===== src/rtl/xfg_pkg.sv =====
package xfg_pkg;

  typedef enum logic [1:0] {
    ST_IDLE,
    ST_ADDR,
    ST_HOLD,
    ST_STRB
  } xfg_state_e;

  typedef struct packed {
    logic full_en;
    logic empty_en;
    logic wr_high;
    logic rd_high;
    logic ale_high;
  } xfg_ctrl_t;

  localparam xfg_ctrl_t CTRL_RST = '{full_en: 1'b0, empty_en: 1'b0,
                                     wr_high: 1'b0, rd_high: 1'b0,
                                     ale_high: 1'b1};

  // strobe vector bit positions
  localparam int STB_ALE = 0;
  localparam int STB_RD  = 1;
  localparam int STB_WR  = 2;
  localparam int N_STB   = 3;

endpackage


===== src/rtl/xfg_sync.sv =====
module xfg_sync #(
  parameter int W      = 2,
  parameter int STAGES = 2
) (
  input  logic         clk,
  input  logic         rst_n,
  input  logic [W-1:0] d,
  output logic [W-1:0] q
);
  logic [W-1:0] stg [STAGES];

  for (genvar g = 0; g < STAGES; g++) begin : g_stage
    if (g == 0) begin : g_first
      always_ff @(posedge clk or negedge rst_n) begin
        if (!rst_n) stg[g] <= '0;
        else        stg[g] <= d;
      end
    end else begin : g_next
      always_ff @(posedge clk or negedge rst_n) begin
        if (!rst_n) stg[g] <= '0;
        else        stg[g] <= stg[g-1];
      end
    end
  end

  assign q = stg[STAGES-1];
endmodule


===== src/rtl/xfg_holdoff_timer.sv =====
module xfg_holdoff_timer #(
  parameter int WAIT_W = 8
) (
  input  logic              clk,
  input  logic              rst_n,
  input  logic              restart,
  input  logic              tick,
  input  logic [WAIT_W-1:0] limit,
  input  logic              err_clr,
  output logic              err_flag,
  output logic              err_pulse
);
  localparam logic [WAIT_W-1:0] CNT_MAX = {WAIT_W{1'b1}};

  logic [WAIT_W-1:0] cnt_q;
  logic [WAIT_W-1:0] cnt_inc;
  logic              hit;

  assign cnt_inc = (cnt_q == CNT_MAX) ? cnt_q : cnt_q + 1'b1;
  // fires once: the count must step onto the limit, not sit on it
  assign hit = tick && (limit != '0) && (cnt_q != limit) && (cnt_inc == limit);

  always_ff @(posedge clk or negedge rst_n) begin
    if (!rst_n) begin
      cnt_q     <= '0;
      err_flag  <= 1'b0;
      err_pulse <= 1'b0;
    end else begin
      if (restart)   cnt_q <= '0;
      else if (tick) cnt_q <= cnt_inc;
      err_pulse <= hit;
      if (hit)          err_flag <= 1'b1;
      else if (err_clr) err_flag <= 1'b0;
    end
  end
endmodule


===== src/rtl/xfg_strobe_drv.sv =====
module xfg_strobe_drv #(
  parameter int N = 3
) (
  input  logic [N-1:0] act,
  input  logic [N-1:0] high,
  output logic [N-1:0] lvl
);
  for (genvar g = 0; g < N; g++) begin : g_pin
    assign lvl[g] = high[g] ? act[g] : ~act[g];
  end
endmodule


===== src/rtl/xfifo_holdoff_ctrl.sv =====
module xfifo_holdoff_ctrl
  import xfg_pkg::*;
#(
  parameter int WAIT_W      = 8,
  parameter int SYNC_STAGES = 2
) (
  input  logic              clk,
  input  logic              rst_n,
  input  logic              ctrl_we,
  input  logic              ctrl_full_en,
  input  logic              ctrl_empty_en,
  input  logic              ctrl_wr_high,
  input  logic              ctrl_rd_high,
  input  logic              ctrl_ale_high,
  input  logic              wait_we,
  input  logic [WAIT_W-1:0] wait_limit,
  input  logic              ext_full,
  input  logic              ext_empty,
  input  logic              req_valid,
  input  logic              req_write,
  output logic              req_ready,
  output logic              bus_ale,
  output logic              bus_rd,
  output logic              bus_wr,
  output logic              stall,
  input  logic              err_clr,
  output logic              err_flag,
  output logic              err_pulse
);
  localparam logic [WAIT_W-1:0] WAIT_RST = {WAIT_W{1'b1}};

  xfg_ctrl_t         ctrl_q;
  logic [WAIT_W-1:0] wait_q;
  logic [1:0]        flags_s;
  logic              full_s, empty_s;
  xfg_state_e        state_q, state_d;
  logic              wr_q;
  logic              blocked;
  logic [N_STB-1:0]  strobe_act;
  logic [N_STB-1:0]  strobe_high;
  logic [N_STB-1:0]  strobe_lvl;

  // configuration holding registers
  always_ff @(posedge clk or negedge rst_n) begin
    if (!rst_n) begin
      ctrl_q <= CTRL_RST;
      wait_q <= WAIT_RST;
    end else begin
      if (ctrl_we) begin
        ctrl_q.full_en  <= ctrl_full_en;
        ctrl_q.empty_en <= ctrl_empty_en;
        ctrl_q.wr_high  <= ctrl_wr_high;
        ctrl_q.rd_high  <= ctrl_rd_high;
        ctrl_q.ale_high <= ctrl_ale_high;
      end
      if (wait_we) wait_q <= wait_limit;
    end
  end

  xfg_sync #(.W(2), .STAGES(SYNC_STAGES)) u_sync (
    .clk   (clk),
    .rst_n (rst_n),
    .d     ({ext_empty, ext_full}),
    .q     (flags_s)
  );
  assign full_s  = flags_s[0];
  assign empty_s = flags_s[1];

  assign blocked = wr_q ? (ctrl_q.full_en & full_s) : (ctrl_q.empty_en & empty_s);

  always_comb begin
    state_d = state_q;
    unique case (state_q)
      ST_IDLE: if (req_valid) state_d = ST_ADDR;
      ST_ADDR: state_d = blocked ? ST_HOLD : ST_STRB;
      ST_HOLD: state_d = blocked ? ST_HOLD : ST_STRB;
      ST_STRB: state_d = ST_IDLE;
      default: state_d = ST_IDLE;
    endcase
  end

  always_ff @(posedge clk or negedge rst_n) begin
    if (!rst_n) begin
      state_q <= ST_IDLE;
      wr_q    <= 1'b0;
    end else begin
      state_q <= state_d;
      if (state_q == ST_IDLE && req_valid) wr_q <= req_write;
    end
  end

  xfg_holdoff_timer #(.WAIT_W(WAIT_W)) u_timer (
    .clk       (clk),
    .rst_n     (rst_n),
    .restart   ((state_q == ST_ADDR) || (state_q == ST_HOLD && !blocked)),
    .tick      ((state_q == ST_HOLD) && blocked),
    .limit     (wait_q),
    .err_clr   (err_clr),
    .err_flag  (err_flag),
    .err_pulse (err_pulse)
  );

  always_comb begin
    strobe_act          = '0;
    strobe_act[STB_ALE] = (state_q == ST_ADDR);
    strobe_act[STB_RD]  = (state_q == ST_STRB) && !wr_q;
    strobe_act[STB_WR]  = (state_q == ST_STRB) &&  wr_q;
    strobe_high          = '0;
    strobe_high[STB_ALE] = ctrl_q.ale_high;
    strobe_high[STB_RD]  = ctrl_q.rd_high;
    strobe_high[STB_WR]  = ctrl_q.wr_high;
  end

  xfg_strobe_drv #(.N(N_STB)) u_drv (
    .act  (strobe_act),
    .high (strobe_high),
    .lvl  (strobe_lvl)
  );

  assign bus_ale   = strobe_lvl[STB_ALE];
  assign bus_rd    = strobe_lvl[STB_RD];
  assign bus_wr    = strobe_lvl[STB_WR];
  assign stall     = (state_q == ST_HOLD);
  assign req_ready = (state_q == ST_STRB);
endmodule


===== config.mk =====
export PLATFORM = sky130hd
export DESIGN_NAME = xfifo_holdoff_ctrl
export DESIGN_NICKNAME = d
export VERILOG_FILES = /design/src/rtl/xfg_pkg.sv /design/src/rtl/xfg_sync.sv /design/src/rtl/xfg_holdoff_timer.sv /design/src/rtl/xfg_strobe_drv.sv /design/src/rtl/xfifo_holdoff_ctrl.sv
export SDC_FILE = /design/constraint.sdc
export NUM_CORES = 1
export LEC_CHECK = 0
export BUFFER_PORTS_ARGS = -buffer_cell sky130_fd_sc_hd__buf_4
export CAP_MARGIN = 20
export CORE_UTILIZATION = 50
export DETAILED_ROUTE_END_ITERATION = 8
export GPL_ROUTABILITY_DRIVEN = 0
export GPL_TIMING_DRIVEN = 1
export PLACE_DENSITY = 0.69
export SETUP_SLACK_MARGIN = 0.1
export SKIP_CTS_REPAIR_TIMING = 1
export SYNTH_ARGS = -nofsm -noshare
export SYNTH_HDL_FRONTEND = slang
export SYNTH_HIERARCHICAL = 1
export SYNTH_SLANG_ARGS = --single-unit

===== constraint.sdc =====
create_clock -name clk -period 1.95 [get_ports clk]
set_input_delay 0.195 -clock clk [delete_from_list [all_inputs] [get_ports clk]]
set_output_delay 0.195 -clock clk [all_outputs]
set_load 0.03 [all_outputs]

# After elaboration in Yosys (flattened, before gate mapping)
# Cells that the tools add are included.
# totals
wordCells	54
output_inout_bits	7
inputBits	22
regBits	30
# classes
add_sub_neg	1
n_eq_ne	7
bitwise	5
n_mux	12
reduce_logical	16
# op_table
cell	n
2-to-1 mux 8 bit	3
adder 8 x 1 -> 8 bit (second input constant)	1
== test 8 bit	1
== test 8 bit (second input constant)	1
logical AND 1 bit	8
inequality test 8 bit	1
nonzero test 8 bit	1
2-to-1 mux 1 bit	7
one-hot mux 2 bit (3 select lines)	1
== test 2 bit (second input constant)	2
nonzero test 2 bit	2
inverter 1 bit	3
AND 1 bit	2
== test 2 x 1 -> 1 bit (second input constant)	1
logical NOT 1 bit	2
logical NOT 2 bit	1
2-to-1 mux 2 bit	1
inequality test 2 bit (second input constant)	1
OR reduction 2 bit	1
logical OR 1 bit	1

# Longest topological paths before layout
# depth
ltp_word	7
ltp_mapped	8
mapped_depth_nobuf	6

# Cells and area by module
# Netlist, hierarchy kept.
# modules_own_cells
mod	n_inst	area_each_um2	cells_each	seq_area_each_um2
xfg_holdoff_timer	1	904.6	100	250.2
xfifo_holdoff_ctrl	1	755.7	52	411.6
xfg_sync	1	115.1	6	100.1
xfg_strobe_drv	1	26.3	3	0.0

# Least setup slack after synthesis
# No wires, ideal clock.
# synth_path
path_kind	reg-to-reg
from	register state_q[0]
to	register u_timer.err_flag
setup_ns	0.092
slack_ns	0.037
path_stages_with_launch	8
n_path_buf	1
arrival_time_ns	1.821
synth_period_minus_slack_ns	1.913
required_time_ns	1.858
path_cell_list	dfrtp_1 -> inv_1 -> ha_1 -> and2_1 -> clkbuf_1 -> a21boi_0 -> nand3_1 -> o31ai_2
# synth_between
elab_chain_len	6
elab_cells_between_ends	7
classes_between	eq/ne (1); mux (1); reduce/logical (5)
# synth_lines
element	line_no	text
from (decl)	xfifo_holdoff_ctrl.sv:36	xfg_state_e state_q, state_d;
from (signal assigned)	xfifo_holdoff_ctrl.sv:87	state_q <= state_d;
== test 2 bit *	n/a	
via stall	xfifo_holdoff_ctrl.sv:25	output logic stall,
logical AND 1 bit *	xfifo_holdoff_ctrl.sv:96	.tick ((state_q == ST_HOLD) && blocked),
logical AND 1 bit * (3 in a row)	xfg_holdoff_timer.sv:21	assign hit = tick && (limit != '0) && (cnt_q != limit) && (cnt_inc == limit);
2-to-1 mux 1 bit / nonzero test 2 bit (equally long branches)	n/a	
to (signal assigned)	xfg_holdoff_timer.sv:26	err_flag <= 1'b0;
to (signal assigned)	xfg_holdoff_timer.sv:32	if (hit) err_flag <= 1'b1;
to (signal assigned)	xfg_holdoff_timer.sv:33	else if (err_clr) err_flag <= 1'b0;
to (decl)	xfg_holdoff_timer.sv:10	output logic err_flag,
# Mark *: on every way through the listed nets, which the timed path passes. The rest lies on a longest branch.
# A chain may end at the register's enable or synchronous reset.

# Worst setup path after layout
# layout_path
from	register u_timer.cnt_q[1]
to	register u_timer.err_flag
# layout_between
elab_chain_len	5
elab_cells_between_ends	9
classes_between	add/sub (1); eq/ne (3); mux (2); reduce/logical (3)
# layout_lines
element	line_no	text
from (decl)	xfg_holdoff_timer.sv:15	logic [WAIT_W-1:0] cnt_q;
from (signal assigned)	xfg_holdoff_timer.sv:30	else if (tick) cnt_q <= cnt_inc;
adder 8 x 1 -> 8 bit / == test 8 bit (equally long branches)	xfg_holdoff_timer.sv:19	assign cnt_inc = (cnt_q == CNT_MAX) ? cnt_q : cnt_q + 1'b1;
2-to-1 mux 8 bit	xfg_holdoff_timer.sv:19	
== test 8 bit	xfg_holdoff_timer.sv:21	
logical AND 1 bit *	xfg_holdoff_timer.sv:21	
2-to-1 mux 1 bit / nonzero test 2 bit (equally long branches)	n/a	
# Mark *: on every way between the ends. The rest lies on a longest branch, timed or not.

==> flow_metrics.env <==
export IMPL_status="finished clean"
export IMPL_die_h_um=62.0
export IMPL_dieArea_um2=3850
export IMPL_whs_ns=0.0734
export IMPL_nets=220
export IMPL_crit_fanout=5
export IMPL_drt_pass1_iterations=4
export IMPL_rr_worst_depth=6
export IMPL_ios=29
export IMPL_m1WireLength_um=1620
export IMPL_hold_viol=0
export IMPL_place_ws_ns=0.0755
export IMPL_finalSetupViolCount=0
export IMPL_portBuffers=28
export IMPL_crit_family="simple AND/OR/NAND/NOR gates"
export IMPL_start_kind="flop"
export IMPL_avgSynthCellArea_um2=11.2
export IMPL_numCtsBuffers=5
export IMPL_synth_fp_nets=188
export IMPL_clock_path_buffers=2
export IMPL_grt_max_degree=31
export IMPL_h_tree_depth=2
export IMPL_num_antenna_cells=0
export IMPL_async_flop_share=1.00
export IMPL_wire_per_inst_um=14.1
export IMPL_initial_core_util=0.532
export IMPL_cp_slowest_cell="dfrtp_2"
export IMPL_synthCells=161
export IMPL_drive_above_1_share=0.402
export IMPL_cts_tree="done"
export IMPL_worst_slew_pin_transition_ns=0.397
export IMPL_cp_startpoint="u_timer/cnt_q[1]"
export IMPL_cts_root_buf="clkbuf_4"
export IMPL_crit_type="flop to flop"
export IMPL_crit_required_ns=2.21
export IMPL_grt_pass1_wl_um=5530
export IMPL_arrival_ns=2.02
export IMPL_whs_path_depth=2
export IMPL_synthFlopType="dfrtp_1"
export IMPL_yosysSeqAreaShare=0.423
export IMPL_synth_edf_count=0
export IMPL_dp_hpwl_um=2550
export IMPL_hold_path_class="input pin to flop"
export IMPL_critPathMaxStageDelay_ns=0.41
export IMPL_overflow=0
export IMPL_fmax_mhz=567
export IMPL_clock_latency_ns=0.33
export IMPL_tns_ns=0
export IMPL_syn_area_um2=1800
export IMPL_grt_usage=0.206
export IMPL_synthDistinctLibCells=49
export IMPL_drc=0
export IMPL_chipWidth_um=62.0
export IMPL_p_leak_nw=1.01
export IMPL_core_area_um2=3390
export IMPL_fin_util=0.642
export IMPL_r2r_end="u_timer/err_flag"
export IMPL_crit_path_cell_trace="ha_1, nand3_2, or3_4, a21oi_2, o221ai_2, o31ai_2"
export IMPL_fp_row_count=21
export IMPL_synth_seq_cells=30
export IMPL_r2r_slack_ns=0.19
export IMPL_max_slew_margin=0.734
export IMPL_clock_skew_ns=0.0108
export IMPL_max_cap_viol_count=0
export IMPL_min_from="ctrl_full_en"
export IMPL_vias_per_cell=5.39
export IMPL_final_antenna_net_count=0
export IMPL_critPathBufInv=0
export IMPL_setup_ws_ns=0.187
export IMPL_syn2layout_area_growth_pct=20.7
export IMPL_met3_wirelength_um=107
export IMPL_worstHoldEndpoint="ctrl_q[4]"
export IMPL_vias=1293
export IMPL_yosys_warnings=6
export IMPL_vdd_drop_max_v=0.000524
export IMPL_drtIter0Drc=55
export IMPL_path_clk_slew_ns=0.10
export IMPL_antenna_found_initial=0
export IMPL_fin_total_pwr_w=0.00196
export IMPL_grt_pass1_vias=1260
export IMPL_power_density_nw_per_um2=903
export IMPL_maxSlewViolCount=0
export IMPL_dr_wl_met2_um=1590
export IMPL_r2r_start="u_timer/cnt_q[1]"
export IMPL_highest_layer="met4"
export IMPL_rsz0062_at_grt="false"
export IMPL_finalCritPeriodShare=0.904
export IMPL_clock_sinks=30
export IMPL_fin_crit_ns=1.76
export IMPL_routed_wl_um=3390
export IMPL_critPathCaptureType="flop"
-- cells by family (layout without fill, tap and decap cells) --
| logic type | count (synthesis) | in the layout | share of synthesized area |
|---|---|---|---|
| simple gates | 50 | 50 | 0.164 |
| flops | 30 | 30 | 0.423 |
| compound gates | 27 | 27 | 0.121 |
| buf+inv | 17 | 50 | 0.0604 |
| xor+xnor | 16 | 16 | 0.0819 |
| mux | 16 | 16 | 0.115 |
| fa+ha+maj | 5 | 5 | 0.0347 |
-- worst max-delay path by stage --
stage / end / slack (ns) / cells after the start
2_1_floorplan: u_timer/err_flag / 0.13 / 7
3_3_place_gp: u_timer/err_flag / 0.19 / 6
3_5_place_dp: u_timer/err_flag / 0.08 / 6
4_1_cts: u_timer/err_flag / 0.06 / 6
5_1_grt: u_timer/err_flag / 0.11 / 6
6_report: u_timer/err_flag / 0.19 / 6
-- per-stage QoR --
| step | area [um2] | instances |
|---|---|---|
| 5_1_grt | 2170 | 240 |
| 3_3_place_gp | 2010 | 227 |
| 6_report | 2170 | 240 |
| 3_5_place_dp | 2010 | 227 |
| 2_1_floorplan | 1800 | 161 |
| 4_1_cts | 2090 | 235 |
-- registers in the layout, summed over array words and instances, names as in the netlist --
signal             cells
wr_q                   1
wait_q                 8
u_timer/err_flag       1
u_sync/stg             2
u_timer/cnt_q          8
ctrl_q                 5
u_sync/q               2
state_q                2
u_timer/err_pulse      1
-- placed cells by master (no fill, tap or decap), drive strengths merged, types with 2 or more instances in the layout --
master	instances
a21oi	5
a31oi	4
and2	3
and3	5
and4	4
buf	34
clkbuf	5
clkinv	2
dfrtp	21
dfstp	9
dlygate4sd3	3
ha	5
inv	5
mux2	14
mux2i	2
nand2	5
nand2b	3
nand3	6
nand4	4
nor2	9
nor3	4
nor4	3
o21a	2
o21ai	3
or3	2
xnor2	4
xor2	12
-- cells in the mapped netlist (2+ instances only) --
library cell,n,area share
dfrtp_1,21,0.29
xor2_1,11,0.053
dfstp_2,9,0.13
nor2_1,9,0.019
buf_4,8,0.033
mux2_4,8,0.067
mux2_1,6,0.037
nand3_1,6,0.017
a21oi_1,5,0.014
and3_1,5,0.017
ha_1,5,0.035
inv_1,5,0.010
a31oi_1,4,0.014
nand2_1,4,0.0083
nand4_1,4,0.014
nor3_1,4,0.011
xnor2_1,4,0.019
and2_1,3,0.010
and4_1,3,0.015
buf_6,2,0.012
mux2i_1,2,0.011
nand2b_1,2,0.0069
nor4_1,2,0.0069
o21a_1,2,0.0083
o21ai_1,2,0.0056
or3_1,2,0.0069
-- final cells by class --
| type | count | area, um2 |
|---|---|---|
| Multi-Input combinational cell | 114 | 971 |
| Timing Repair Buffer | 37 | 285 |
| Tap cell | 46 | 57.6 |
| Sequential cell | 30 | 764 |
| Clock buffer | 5 | 37.5 |
| Fill cell | 266 | 1210 |
| Inverter | 5 | 18.8 |
| Clock inverter | 3 | 40.0 |
-- per-layer routing --
| metal | GRT usage | vias up |
|---|---|---|
| met3 | 0.0538 | 7 |
| met5 | 0 | - |
| met4 | 0.121 | 0 |
| met1 | 0.271 | 621 |
| li1 | - | 640 |
| met2 | 0.305 | 25 |
-- where the power goes --
group	leakage, nW	switching, W	internal [W]
combinational	0.609	0.000390	0.000321
sequential	0.358	0.0000657	0.000707
clock	0.0450	0.000214	0.000265
No activity file was read; power rests on OpenSTA's default activity.
